===== src/rtl/rtr_pkg.sv =====
package rtr_pkg;
  typedef enum logic [2:0] {
    ACT_NONE      = 3'd0,
    ACT_SERVICE   = 3'd1,
    ACT_L1_TO_L2  = 3'd2,
    ACT_L2_TO_L1I = 3'd3,
    ACT_L2_TO_L1D = 3'd4,
    ACT_L2_EVICT  = 3'd5,
    ACT_RECYCLE   = 3'd6
  } rtr_act_e;

  typedef enum logic [1:0] {
    CLS_LOAD  = 2'd0,
    CLS_FETCH = 2'd1,
    CLS_STORE = 2'd2
  } rtr_cls_e;

  localparam logic [1:0] TYPE_LOAD   = 2'd0;
  localparam logic [1:0] TYPE_FETCH  = 2'd1;
  localparam logic [1:0] TYPE_STORE  = 2'd2;
  localparam logic [1:0] TYPE_ATOMIC = 2'd3;
endpackage


===== src/rtl/rtr_classify.sv =====
module rtr_classify
  import rtr_pkg::*;
(
  input  logic [1:0] type_i,
  output rtr_cls_e   cls_o
);
  always_comb begin
    unique case (type_i)
      TYPE_LOAD:  cls_o = CLS_LOAD;
      TYPE_FETCH: cls_o = CLS_FETCH;
      default:    cls_o = CLS_STORE;  // store and atomic share a class
    endcase
  end
endmodule


===== src/rtl/rtr_side_sel.sv =====
// Orients the L1 indications: own = cache that should serve the class.
module rtr_side_sel #(
  parameter int AW = 32
) (
  input  logic          is_fetch_i,
  input  logic          l1i_hit_i,
  input  logic          l1d_hit_i,
  input  logic          l1i_room_i,
  input  logic          l1d_room_i,
  input  logic [AW-1:0] l1i_vic_addr_i,
  input  logic [AW-1:0] l1d_vic_addr_i,
  output logic          own_hit_o,
  output logic          other_hit_o,
  output logic          own_room_o,
  output logic [AW-1:0] own_vic_addr_o
);
  localparam int NSIDE = 2;
  logic [NSIDE-1:0]         hit_v, room_v;
  logic [NSIDE-1:0][AW-1:0] vic_v;

  assign hit_v  = {l1d_hit_i, l1i_hit_i};
  assign room_v = {l1d_room_i, l1i_room_i};
  assign vic_v  = {l1d_vic_addr_i, l1i_vic_addr_i};

  logic own_idx;
  assign own_idx = ~is_fetch_i;  // 0 = instruction side, 1 = data side

  assign own_hit_o      = hit_v[own_idx];
  assign other_hit_o    = hit_v[~own_idx];
  assign own_room_o     = room_v[own_idx];
  assign own_vic_addr_o = vic_v[own_idx];
endmodule


===== src/rtl/rtr_decide.sv =====
module rtr_decide
  import rtr_pkg::*;
#(
  parameter int AW = 32
) (
  input  logic          valid_i,
  input  logic          busy_i,
  input  logic          is_fetch_i,
  input  logic          own_hit_i,
  input  logic          other_hit_i,
  input  logic          own_room_i,
  input  logic          l2_hit_i,
  input  logic          l2_room_req_i,
  input  logic          l2_room_vic_i,
  input  logic [AW-1:0] req_addr_i,
  input  logic [AW-1:0] own_vic_addr_i,
  input  logic [AW-1:0] l2_vic_req_addr_i,
  input  logic [AW-1:0] l2_vic_vic_addr_i,
  output rtr_act_e      act_o,
  output logic [AW-1:0] addr_o,
  output logic          miss_o
);
  always_comb begin
    act_o  = ACT_NONE;
    addr_o = '0;
    miss_o = 1'b0;
    if (!valid_i) begin
      act_o = ACT_NONE;
    end else if (busy_i) begin
      act_o  = ACT_RECYCLE;
      addr_o = req_addr_i;
    end else if (other_hit_i) begin
      // line sits in the wrong L1: push it down first
      if (l2_room_req_i) begin
        act_o  = ACT_L1_TO_L2;
        addr_o = req_addr_i;
      end else begin
        act_o  = ACT_L2_EVICT;
        addr_o = l2_vic_req_addr_i;
      end
    end else if (own_hit_i) begin
      act_o  = ACT_SERVICE;
      addr_o = req_addr_i;
    end else if (own_room_i) begin
      addr_o = req_addr_i;
      if (l2_hit_i) begin
        act_o = is_fetch_i ? ACT_L2_TO_L1I : ACT_L2_TO_L1D;
      end else begin
        act_o  = ACT_SERVICE;
        miss_o = 1'b1;
      end
    end else if (l2_room_vic_i) begin
      act_o  = ACT_L1_TO_L2;
      addr_o = own_vic_addr_i;
    end else begin
      act_o  = ACT_L2_EVICT;
      addr_o = l2_vic_vic_addr_i;
    end
  end
endmodule


===== src/rtl/rtr_exclusive_router.sv =====
module rtr_exclusive_router
  import rtr_pkg::*;
#(
  parameter int AW = 32
) (
  input  logic          clk_i,
  input  logic          rst_ni,
  input  logic          req_valid_i,
  input  logic [1:0]    req_type_i,
  input  logic [AW-1:0] req_addr_i,
  input  logic          busy_i,
  input  logic          l1i_hit_i,
  input  logic          l1d_hit_i,
  input  logic          l2_hit_i,
  input  logic          l1i_room_i,
  input  logic          l1d_room_i,
  input  logic          l2_room_req_i,
  input  logic          l2_room_vic_i,
  input  logic [AW-1:0] l1i_vic_addr_i,
  input  logic [AW-1:0] l1d_vic_addr_i,
  input  logic [AW-1:0] l2_vic_req_addr_i,
  input  logic [AW-1:0] l2_vic_vic_addr_i,
  output logic [2:0]    act_o,
  output logic [AW-1:0] addr_o,
  output logic [1:0]    cls_o,
  output logic          miss_o,
  output logic          pop_o
);
  rtr_cls_e      cls_d;
  logic          is_fetch;
  logic          own_hit, other_hit, own_room;
  logic [AW-1:0] own_vic_addr;
  rtr_act_e      act_d;
  logic [AW-1:0] addr_d;
  logic          miss_d;

  rtr_classify u_cls (
    .type_i (req_type_i),
    .cls_o  (cls_d)
  );

  assign is_fetch = (cls_d == CLS_FETCH);

  rtr_side_sel #(.AW(AW)) u_side (
    .is_fetch_i     (is_fetch),
    .l1i_hit_i      (l1i_hit_i),
    .l1d_hit_i      (l1d_hit_i),
    .l1i_room_i     (l1i_room_i),
    .l1d_room_i     (l1d_room_i),
    .l1i_vic_addr_i (l1i_vic_addr_i),
    .l1d_vic_addr_i (l1d_vic_addr_i),
    .own_hit_o      (own_hit),
    .other_hit_o    (other_hit),
    .own_room_o     (own_room),
    .own_vic_addr_o (own_vic_addr)
  );

  rtr_decide #(.AW(AW)) u_dec (
    .valid_i           (req_valid_i),
    .busy_i            (busy_i),
    .is_fetch_i        (is_fetch),
    .own_hit_i         (own_hit),
    .other_hit_i       (other_hit),
    .own_room_i        (own_room),
    .l2_hit_i          (l2_hit_i),
    .l2_room_req_i     (l2_room_req_i),
    .l2_room_vic_i     (l2_room_vic_i),
    .req_addr_i        (req_addr_i),
    .own_vic_addr_i    (own_vic_addr),
    .l2_vic_req_addr_i (l2_vic_req_addr_i),
    .l2_vic_vic_addr_i (l2_vic_vic_addr_i),
    .act_o             (act_d),
    .addr_o            (addr_d),
    .miss_o            (miss_d)
  );

  always_ff @(posedge clk_i or negedge rst_ni) begin
    if (!rst_ni) begin
      act_o  <= ACT_NONE;
      addr_o <= '0;
      cls_o  <= CLS_LOAD;
      miss_o <= 1'b0;
      pop_o  <= 1'b0;
    end else begin
      act_o  <= act_d;
      addr_o <= addr_d;
      cls_o  <= cls_d;
      miss_o <= miss_d;
      pop_o  <= (act_d == ACT_SERVICE);
    end
  end
endmodule


===== config.mk =====
export PLATFORM = sky130hd
export DESIGN_NAME = rtr_exclusive_router
export DESIGN_NICKNAME = d
export VERILOG_FILES = /design/src/rtl/rtr_pkg.sv /design/src/rtl/rtr_classify.sv /design/src/rtl/rtr_side_sel.sv /design/src/rtl/rtr_decide.sv /design/src/rtl/rtr_exclusive_router.sv
export SDC_FILE = /design/constraint.sdc
export NUM_CORES = 1
export LEC_CHECK = 0
export BUFFER_PORTS_ARGS = -buffer_cell sky130_fd_sc_hd__buf_2
export CAP_MARGIN = 30
export CORE_ASPECT_RATIO = 1.2
export CORE_MARGIN = 3
export CORE_UTILIZATION = 44
export DETAILED_ROUTE_END_ITERATION = 7
export GPL_TIMING_DRIVEN = 0
export HOLD_SLACK_MARGIN = 0.06
export PLACE_DENSITY = 0.95
export SYNTH_ARGS = -nofsm -noshare
export SYNTH_HDL_FRONTEND = slang
export SYNTH_SLANG_ARGS = --single-unit

===== constraint.sdc =====
create_clock -name clk_i -period 1.15 [get_ports clk_i]
set_clock_uncertainty 0.1 [all_clocks]
set_input_delay 0.1725 -clock clk_i [delete_from_list [all_inputs] [get_ports clk_i]]
set_output_delay 0.1725 -clock clk_i [all_outputs]
set_load 0.01 [all_outputs]

* Word level (Yosys, flattened, before mapping) *
Cells that the tools add are included.

storage, ports and cells
  register bits = 39
  bits of input ports = 173
  output and inout bits = 39

operators by class
  $lt $le $gt $ge = 2
  eq/ne operators = 3
  mux-type cells = 31
  bitwise operators = 1
  reductions and logical operators = 1

operators with widths
  operator            number
  $mux 32             9
  $mux 3              9
  $mux 1              12
  $eq 2x1->1 const B  2
  $lt 1x2->1 const B  2
  $pmux 2 s2          1
  $eq 3x1->1 const B  1
  $logic_not 2->1     1
  $not 1->1           1

* Longest topological paths before layout *
  word-level depth = 12
  depth in mapped cells = 8

* Cells and area by module *
A second synthesis with hierarchy kept.

unflattened totals
  cell total of the unflattened synthesis = 259
  area total of the unflattened synthesis = 3029.2 um^2

by module, submodules not included
  module                times used  cells an instance  area each (um^2)  sequential area each (um^2)
  rtr_decide            1           177                1446.4            0.0
  rtr_exclusive_router  1           41                 994.7             975.9
  rtr_side_sel          1           39                 578.1             0.0
  rtr_classify          1           2                  10.0              0.0

* Least setup slack after synthesis *
OpenSTA, ideal clock, no wires.

  kind = input to register
  start point = in req_type_i[1]
  end point = reg addr_o[11]
  data arrival time = 1.395 ns
  required time = 0.974 ns
  slack = -0.421 ns
  stages on the path = 8
  path through = nand2b_4 > inv_4 > mux2_4 > a22oi_4 > buf_6 > buf_12 > o221ai_2 > o21ai_1

on the way
  word-level cells in the longest chain between the ends = 11
  elaborated cells between the ends (all ways) = 18

ends and longest elaborated chain
  what                                           RTL line                    RTL
  from (decl)                                    rtr_exclusive_router.sv:9   input logic [1:0] req_type_i,
  $eq 2x1->1 or $logic_not 2->1 (tied branches)  rtr_classify.sv:8           unique case (type_i)
  $pmux 2 s2 (*)                                 rtr_classify.sv:8
  named net cls_d[0]                             rtr_exclusive_router.sv:29  rtr_cls_e cls_d;
  $eq 2x1->1 (*)                                 rtr_exclusive_router.sv:42  assign is_fetch = (cls_d == CLS_FETCH);
  $mux 32 (not written as such) (2 in series)    rtr_side_sel.sv:31          assign own_vic_addr_o = vic_v[own_idx];
  $mux 32                                        rtr_decide.sv:52            end else if (l2_room_vic_i) begin
  $mux 32                                        rtr_decide.sv:44            end else if (own_room_i) begin
  $mux 32                                        rtr_decide.sv:41            end else if (own_hit_i) begin
  $mux 32 (*)                                    rtr_decide.sv:32            end else if (other_hit_i) begin
  $mux 32 (*)                                    rtr_decide.sv:29            end else if (busy_i) begin
  $mux 32 (*)                                    rtr_decide.sv:27            if (!valid_i) begin
  named net addr_d[11]                           rtr_exclusive_router.sv:34  logic [AW-1:0] addr_d;
  to (signal assigned)                           rtr_exclusive_router.sv:86  addr_o <= addr_d;
  to (decl)                                      rtr_exclusive_router.sv:24  output logic [AW-1:0] addr_o,

The timed path passes the listed nets; every way through them passes the cells marked *. The select of a mux whose other input is x is not followed.

* Final worst setup path *
  start point = in req_type_i[1]
  end point = reg addr_o[24]

Same word-level chain as after synthesis.

==> flow_summary.ini <==
[run_status]
status = finished, violations left
failed_checks = negative hold slack, negative setup slack

[sta]
min_period_ps = 1464
slew_headroom = 0.3741
setup_ws_ps = -314.2
finalCritPeriodShare = 1.273
rsz0062_at_grt = true
drv_slew = 0
worstMarginPinSlew_ps = 938.9
setup_violations = 35
hold_viol = 39
fmax_ghz = 0.6830
fin_hold_ws_ps = -78.42

[detailed_routing]
via_count = 3882
drcViolationCount = 0
drtAntennaViolNets = 0
wl_um = 12320
wl_per_cell_um = 18.61
via_per_inst = 5.864
dr.pass1.iters = 5
drt_iter0_drc = 217

[floorplan]
io_pins = 212
die_height_um = 93.94
num_rows = 31
dieWidth_um = 79.28
start_util = 0.4626
core_area_um2 = 6128
dieArea_um2 = 7447

[finish]
mostFrequentLayoutCells = buf_2, dfrtp_1, nor2_1
diodes = 0
syn2layout_area_growth_pct = 66.06
layout-drive-gt1-share = 0.4983
final.fill_count = 399
fin_nets = 752
final_common_cell = buf_2

[grt]
antenna_found_initial = 0
grt_overflow = 0
grt_usage = 0.3145
grt_first_pass_wirelength_um = 18510
grt_start_max_net_pins = 40
grt_pass1_vias = 3982

[placed_design]
place.gp.congestion = 0.8718
place.detailed.hpwl_um = 8457
portBuffers = 208
place_ws_ps = -782.8

[synth]
ys_seq_elements = 39
postSynthCellCount = 317
avgSynthCellArea_um2 = 8.944
yosysWarnings = 0
synthesis.nets = 490
ys_types = 35
yosysSeqAreaShare = 0.3442
syn_area_um2 = 2835

[clock_network]
cts_htree_levels = 2
tritoncts = yes
numCtsBuffers = 5
clk_pin_slew_ps = 80
root_buffer = clkbuf_8
clock-sinks = 39
holdBufCountCts = 32
clk_path_buf_depth = 2

[pwr]
p_leak_nw = 2.449
power_density_nw_per_um2 = 851.7
vdd_ir_drop_max_v = 0.0004936

[worst_setup_path]
path_class = input pin to flop
cp_max_fo = 6
cp-start-kind = input pin
worstPathRequired_ps = 1260
end_kind = flop
critPathArrivalTime_ps = 1580

[worst_hold_path]
hp-class = input pin to asynchronous set/reset pin

[job]
max_cap_viol_count = 0
[worst max-delay path, stage by stage]
cell	delay (ps)
buf_8	100
nand2b_4	140
clkinv_4	60
buf_4	150
o21ai_0	160
a22oi_4	240
buf_6	190
buf_6	110
o221ai_2	100
o21ai_1	160
[stage by stage]
step	cell area (um2)	util	instances	setup TNS, ps	power, W
after floorplan	2854	-	317	-10960	0.002197
after CTS	4539	0.7407	656	-8873	0.003898
after global placement	3998	0.6523	607	-24030	0.002765
after global routing	4708	0.7683	662	-9583	0.004222
final	4708	0.7683	662	-8143	0.004010
after detailed placement	3998	0.6523	607	-24790	0.002815
[cell type report]
class                      count  area (um2)  area share
buffer                        29       220.2     0.04677
clock buffer                   7       76.32     0.01621
tap                           82       102.6     0.02179
sequential                    39       975.9      0.2073
multi-input combinational    239        1763      0.3744
timing repair buffer         256        1526      0.3242
inverter                       9       38.79    0.008238
clock inverter                 1       5.005    0.001063
[path summary, 6_finish.rpt]
path                                  startpoint  cells after the start                    to
worst min-delay path                      rst_ni                      1  addr_o[28]$_DFF_PN0_
max in group asynchronous                 rst_ni                      1    act_o[2]$_DFF_PN0_
worst max-delay path               req_type_i[1]                     10  addr_o[24]$_DFF_PN0_
min in group clk_i         l2_vic_req_addr_i[14]                      3  addr_o[14]$_DFF_PN0_
[kinds of logic (layout without fill, tap and decap cells)]
| kind of cell | Yosys count | count (layout) | share of synthesized area |
|---|---|---|---|
| muxes | 35 | 35 | 0.1253 |
| AOI/OAI and AO/OA | 117 | 117 | 0.3266 |
| buffers and inverters | 39 | 302 | 0.07061 |
| DFF | 39 | 39 | 0.3442 |
| and+or+nand+nor | 87 | 87 | 0.1333 |
[sequential cells by signal (all words and copies together), names as in the netlist]
register	count
addr_o	32
pop_o	1
cls_o	2
miss_o	1
act_o	3
[per-layer routing]
layer  up-vias  GRT usage  routed length [um]
met5         -          0                   0
li1       1712          -                   -
met3        63    0.06430                1113
met2       312     0.5576                6307
met4         0     0.1963                 584
met1      1795     0.3376                4317
[Yosys cell counts (all sizes together)]
master,count,area [um2]
o21ai,41,205.2
dfrtp,39,975.9
nor2,38,142.6
mux2i,34,340.3
nand2,30,112.6
a2bb2oi,29,254.0
o221ai,29,316.5
buf,20,126.4
clkbuf,10,37.54
inv,9,36.29
nor3,8,40.04
a21oi,5,25.02
o211ai,4,30.03
or2,4,25.02
a21boi,3,22.52
a211oi,2,20.02
and2,2,12.51
a221oi,1,8.760
a22oi,1,21.27
and3b,1,8.760
mux2,1,15.01
nand2b,1,13.76
nand3b,1,7.510
nor4,1,6.260
nor4b,1,8.760
o211a,1,10.01
o31ai,1,12.51
[repair_timing]
item / in CTS / in global routing
pin swaps: 7 / 12
gates resized for setup: 20 / 50
gates cloned: 2 / 0
endpoints found under the hold margin: 71 / 39
buffers inserted: 8 / 7
setup endpoints to repair: 36 / 37
[power by group]
part	switching (W)	internal, W	total (W)	leakage [nW]
sequential	0.0000319	0.00148	0.00151	0.502
combinational	0.000781	0.000798	0.00158	1.91
clock	0.000495	0.000427	0.000922	0.0422
No activity file was read; power rests on OpenSTA's default activity.
